==> config.mk <==
export PLATFORM = sky130hd
export DESIGN_NAME = cfg_preamble_detect
export DESIGN_NICKNAME = d
export VERILOG_FILES = /design/src/rtl/cfg_preamble_pkg.sv /design/src/rtl/cfg_sync_hunter.sv /design/src/rtl/cfg_ctrl_capture.sv /design/src/rtl/cfg_preamble_timer.sv /design/src/rtl/cfg_preamble_detect.sv
export SDC_FILE = /design/constraint.sdc
export NUM_CORES = 1
export LEC_CHECK = 0
export ABC_AREA = 1
export ABC_CLOCK_PERIOD_IN_PS = 2000
export BUFFER_PORTS_ARGS = -buffer_cell sky130_fd_sc_hd__buf_2
export CELL_PAD_IN_SITES_DETAIL_PLACEMENT = 1
export CELL_PAD_IN_SITES_GLOBAL_PLACEMENT = 2
export CORE_MARGIN = 5
export CORE_UTILIZATION = 33
export CTS_BUF_LIST = sky130_fd_sc_hd__clkbuf_8 sky130_fd_sc_hd__clkbuf_16
export CTS_CLUSTER_SIZE = 8
export DETAILED_ROUTE_END_ITERATION = 10
export PLACE_DENSITY_LB_ADDON = 0.1
export SETUP_SLACK_MARGIN = 0.5
export SYNTH_ARGS = -nofsm -noshare
export SYNTH_HDL_FRONTEND = slang
export SYNTH_SLANG_ARGS = --single-unit
==> constraint.sdc <==
create_clock -name clk -period 2 [get_ports clk]
set_input_delay 0.4 -clock clk [delete_from_list [all_inputs] [get_ports clk]]
set_output_delay 0.4 -clock clk [all_outputs]
set_load 0.005 [all_outputs]
==> src/rtl/cfg_preamble_pkg.sv <==
package cfg_preamble_pkg;
  typedef enum logic [1:0] {
    PH_HUNT    = 2'd0,
    PH_CAPTURE = 2'd1,
    PH_DONE    = 2'd2,
    PH_FAIL    = 2'd3
  } phase_t;
endpackage

==> src/rtl/cfg_sync_hunter.sv <==
// Sliding window over the serial stream; flags a match including the bit on the line now.
module cfg_sync_hunter #(
  parameter int              SYNC_W    = 16,
  parameter logic [SYNC_W-1:0] SYNC_WORD = 16'hBDB3
) (
  input  logic clk,
  input  logic rst,
  input  logic shift_en,
  input  logic sdi,
  output logic match
);
  logic [SYNC_W-1:0] window_q;
  logic [SYNC_W-1:0] window_nx;

  assign window_nx = {window_q[SYNC_W-2:0], sdi};
  assign match     = (window_nx == SYNC_WORD);

  always_ff @(posedge clk) begin
    if (rst)
      window_q <= '0;
    else if (shift_en)
      window_q <= window_nx;
  end
endmodule

==> src/rtl/cfg_ctrl_capture.sv <==
// Shifts in the control word MSB first and marks the bit that completes it.
module cfg_ctrl_capture #(
  parameter int CTRL_W = 32
) (
  input  logic              clk,
  input  logic              rst,
  input  logic              shift_en,
  input  logic              sdi,
  output logic              last_bit,
  output logic [CTRL_W-1:0] word_nx
);
  localparam int CNT_W = $clog2(CTRL_W);

  logic [CTRL_W-1:0] shreg_q;
  logic [CNT_W-1:0]  cnt_q;

  assign word_nx  = {shreg_q[CTRL_W-2:0], sdi};
  assign last_bit = (cnt_q == CNT_W'(CTRL_W - 1));

  always_ff @(posedge clk) begin
    if (rst) begin
      shreg_q <= '0;
      cnt_q   <= '0;
    end else if (shift_en) begin
      shreg_q <= word_nx;
      cnt_q   <= cnt_q + 1'b1;
    end
  end
endmodule

==> src/rtl/cfg_preamble_timer.sv <==
// Counts qualified hunt bits; the clear input has priority over counting.
module cfg_preamble_timer #(
  parameter int TIMEOUT_BITS = 4096
) (
  input  logic clk,
  input  logic rst,
  input  logic clear,
  input  logic count_en,
  output logic expire
);
  localparam int CNT_W = $clog2(TIMEOUT_BITS + 1);

  logic [CNT_W-1:0] cnt_q;

  assign expire = count_en && !clear && (cnt_q == CNT_W'(TIMEOUT_BITS - 1));

  always_ff @(posedge clk) begin
    if (rst || clear)
      cnt_q <= '0;
    else if (count_en && !expire)
      cnt_q <= cnt_q + 1'b1;
  end
endmodule

==> src/rtl/cfg_preamble_detect.sv <==
module cfg_preamble_detect #(
  parameter int                SYNC_W       = 16,
  parameter logic [SYNC_W-1:0] SYNC_WORD    = 16'hBDB3,
  parameter int                CTRL_W       = 32,
  parameter int                FREQ_LSB     = 16,
  parameter int                FREQ_W       = 6,
  parameter int                TIMEOUT_BITS = 4096
) (
  input  logic              clk,
  input  logic              rst,
  input  logic              en,
  input  logic              cs_n,
  input  logic              sdi,
  output logic              sync_found,
  output logic              ctrl_valid,
  output logic [CTRL_W-1:0] ctrl_word,
  output logic [FREQ_W-1:0] freq_code,
  output logic              timeout
);
  import cfg_preamble_pkg::*;

  phase_t            phase_q;
  logic              bit_ok;
  logic              hunt_shift;
  logic              cap_shift;
  logic              match;
  logic              expire;
  logic              last_bit;
  logic [CTRL_W-1:0] word_nx;

  assign bit_ok     = en && !cs_n;
  assign hunt_shift = bit_ok && (phase_q == PH_HUNT);
  assign cap_shift  = bit_ok && (phase_q == PH_CAPTURE);

  cfg_sync_hunter #(
    .SYNC_W    (SYNC_W),
    .SYNC_WORD (SYNC_WORD)
  ) u_hunter (
    .clk      (clk),
    .rst      (rst),
    .shift_en (hunt_shift),
    .sdi      (sdi),
    .match    (match)
  );

  cfg_preamble_timer #(
    .TIMEOUT_BITS (TIMEOUT_BITS)
  ) u_timer (
    .clk      (clk),
    .rst      (rst),
    .clear    (cs_n),
    .count_en (hunt_shift),
    .expire   (expire)
  );

  cfg_ctrl_capture #(
    .CTRL_W (CTRL_W)
  ) u_capture (
    .clk      (clk),
    .rst      (rst),
    .shift_en (cap_shift),
    .sdi      (sdi),
    .last_bit (last_bit),
    .word_nx  (word_nx)
  );

  always_ff @(posedge clk) begin
    if (rst) begin
      phase_q    <= PH_HUNT;
      sync_found <= 1'b0;
      ctrl_valid <= 1'b0;
      ctrl_word  <= '0;
      freq_code  <= '0;
      timeout    <= 1'b0;
    end else begin
      unique case (phase_q)
        PH_HUNT: begin
          if (hunt_shift) begin
            if (match) begin
              phase_q    <= PH_CAPTURE;
              sync_found <= 1'b1;
            end else if (expire) begin
              phase_q <= PH_FAIL;
              timeout <= 1'b1;
            end
          end
        end
        PH_CAPTURE: begin
          if (cap_shift && last_bit) begin
            phase_q    <= PH_DONE;
            ctrl_valid <= 1'b1;
            ctrl_word  <= word_nx;
            freq_code  <= word_nx[FREQ_LSB +: FREQ_W];
          end
        end
        PH_DONE: phase_q <= PH_DONE;
        PH_FAIL: phase_q <= PH_FAIL;
        default: phase_q <= PH_HUNT;
      endcase
    end
  end
endmodule

==> results.tsv <==
metric	value	unit
worst reg2reg path startpoint	u_capture.cnt_q[1]	
TNS Setup	0	ns
H-tree levels	3	
CTS hold repair buffers	0	
run status	finished clean	
Port Buffers	45	
commonest cells after routing, fill and taps aside	nand2_1, dfxtp_1, a21oi_1	
layout cells sized above 1	0.221	
minimum clock period	1.47	ns
via count	3636	
Setup WS pre-CTS	0.258	ns
CTS Buf Count	9	
Worst VDD drop	0.398	mV
DRT Pass-1 Iters	4	
worst-margin pin slew	0.376	ns
Post-Place Cell Area	4370	um2
post-route setup slack	0.532	ns
Pwr per Cell Area	877	nW/um2
Crit-path slowest cell	dfxtp_2	
FP Rows	40	
DR iter-0 viols	112	
Vias/cell	4.92	
Global Route Usage Sum	0.145	
CTS max path bufs	2	
Synth Register Bits	101	
Syn Inst Count	538	
Flop pwr share	0.466	
die footprint	14500	um2
Layout area overhead	26.9	%
max-slew violation count	0	
largest net degree at the start of global routing	68	
Clk network pwr share	0.420	
nets	597	
first-pass GRT wire length	17200	um
vias in the first global route	3629	
Worst path most repeated cell	ha_4	
Post-Syn Area	4010	um2
final design utilization	0.426	
DR WL/cell	14.8	um
antenna violations before repair	0	
Ys Warns	0	
Die Ht	120	um
CP Launch Type	register	
Sink Count	101	
CTS tree	yes	
Syn Nets	548	
Detailed Route WL	10900	um
Critical Path AT	1.75	ns
max_slew headroom	0.749	
slowest stage delay, CP	0.36	ns
Placer Congestion	0.754	
Leakage	1.86	nW
worst-path cell chain	ha_4 -> inv_2 -> nor2_4 -> ha_4 -> buf_12 -> clkbuf_16 -> nand3_1 -> a21oi_1	
leading area contributor after synthesis	dfxtp_1	
Detail Route Antenna Nets	0	
number of distinct library cells after synthesis	29	
Final Skew	0.00480	ns
crit end category	register	
clock-pin slew on the worst setup and hold paths	0.07	ns
met3 usage	0.0281	
period utilization	0.734	
crit path launch	u_capture.cnt_q[1]	
fmax	0.681	GHz
kind of critical path	register to register	
CP delay by family, top	adder cells	
cell area after layout	5090	um2
io pins	46	
Buf/Inv on CP	3	
Hold Vio Cnt, Final	0	
Die Wd	120	um
P_sw	1.14	mW
max cap viols	0	
hold_sp	sdi	
Most Used Layer, Global Route	met2	
post-synthesis sequential area ratio	0.504	
worst-skew pair later-pin latency	0.34	ns
grt met2 use	0.235	
Gate power share	0.114	
internal power	3.33	mW
DRC Markers	0	
average cell area after synthesis	7.46	um2
unrepaired setup endpoints after global routing	yes	
total grt overflow	0	
Synth area leaders	dfxtp_1, nand2_1, a21oi_1	
Worst Path Required	2.28	ns
Antenna diodes	0	
sw frac	0.254	
core area	12000	um2
crit path max fanout	8	
hpwl dp	6290	um
M1 GR Usage	0.188	
Initial Util	0.336	
Hold Crit Class	primary input to register	
most common cell after layout, fill and taps aside	nand2_1	
CTS root buf	clkbuf_16	
endpoints failing setup	0	
Yosys top cell area share	0.504	
-- path summary, 6_finish.rpt --
check / cells after the start / to / slack (ns)
setup reg to reg: 8 / ctrl_word[15] / 0.53
hold / removal: 3 / u_capture.shreg_q[0] / 0.32
setup / recovery: 8 / ctrl_word[15] / 0.53
hold reg to reg: 2 / ctrl_valid / 0.45
-- stage by stage --
step,cells,power (mW),hold WS (ns)
3_5_place_dp,707,2.51,0.445
2_1_floorplan,538,2.39,0.423
6_report,739,4.47,0.320
3_3_place_gp,707,2.49,0.432
4_1_cts,725,4.42,0.305
5_1_grt,739,4.66,0.342
-- what timing repair did --
action / 4_1_cts / 5_1_grt
pin swaps: 1 / 17
hold endpoints to repair: 0 / 0
cloned: 1 / 5
setup buffers: 1 / 9
gates resized for setup: 15 / 38
setup endpoints to repair: 47 / 83
-- cell families (layout without fill, tap and decap cells) --
group / count (synthesis) / count (layout) / synth area share
buffers and inverters: 68 / 122 / 0.0736
DFF: 101 / 101 / 0.504
and+or+nand+nor: 248 / 248 / 0.253
xor gates and xnor gates: 3 / 3 / 0.00655
AOI/OAI and AO/OA: 113 / 113 / 0.148
adders and majority gates: 5 / 5 / 0.0156
-- worst register-to-register path, cell delays in order, from the launching register on --
cell       delay (ns)
dfxtp_2          0.36
ha_4             0.15
inv_2            0.05
nor2_4           0.12
ha_4             0.22
buf_12           0.13
clkbuf_16        0.15
nand3_1          0.08
a21oi_1          0.14
-- Yosys cell counts --
| library cell | instances |
|---|---|
| nor2_1 | 22 |
| a31oi_1 | 1 |
| clkbuf_1 | 21 |
| xnor2_1 | 2 |
| nor3_1 | 3 |
| o21ai_2 | 1 |
| o21ai_4 | 1 |
| xor2_1 | 1 |
| nand2_1 | 171 |
| buf_2 | 8 |
| nor2_4 | 1 |
| nand4_1 | 2 |
| nand3_1 | 44 |
| a211oi_1 | 1 |
| a21oi_2 | 1 |
| ha_1 | 5 |
| dfxtp_1 | 101 |
| o21ai_1 | 1 |
| o21a_1 | 1 |
| o21ai_0 | 9 |
| a21oi_1 | 96 |
| clkinv_1 | 1 |
| buf_4 | 6 |
| inv_1 | 26 |
| nor2_2 | 3 |
| inv_2 | 5 |
| a21boi_0 | 1 |
| buf_6 | 1 |
| nand2_2 | 2 |
-- per-layer routing --
layer  wire (um)  part of all wire
met3         277             0.025
met1        5430              0.50
met4         183             0.017
met2        5040              0.46
met5           0                 0
-- power groups by stage --
stage | sequential, mW | combinational (mW) | clock [mW]
final | 2.08 | 0.508 | 1.88
after global routing | 2.09 | 0.571 | 2.00
after CTS | 2.08 | 0.402 | 1.93
after detailed placement | 2.13 | 0.378 | 0
after global placement | 2.13 | 0.362 | 0
after floorplan | 2.12 | 0.275 | 0
-- registers in the layout (all words and copies together), names as in the netlist --
| register | count |
|---|---|
| ctrl_word | 32 |
| u_capture.shreg_q | 31 |
| u_hunter.window_q | 15 |
| u_timer.cnt_q | 13 |
| u_capture.cnt_q | 5 |
| phase_q | 2 |
| ctrl_valid | 1 |
| sync_found | 1 |
| timeout | 1 |
-- layout make-up --
class                      instances  area [um2]
fill                            1464        6870
multi-input combinational        369        1850
timing repair inverter             1        6.26
timing repair buffer              73         573
clock inverter                     7        90.1
tap                              147         184
inverter                          32         130
clock buffer                       9         225
sequential                       101        2030
No activity file was read; power rests on OpenSTA's default activity.
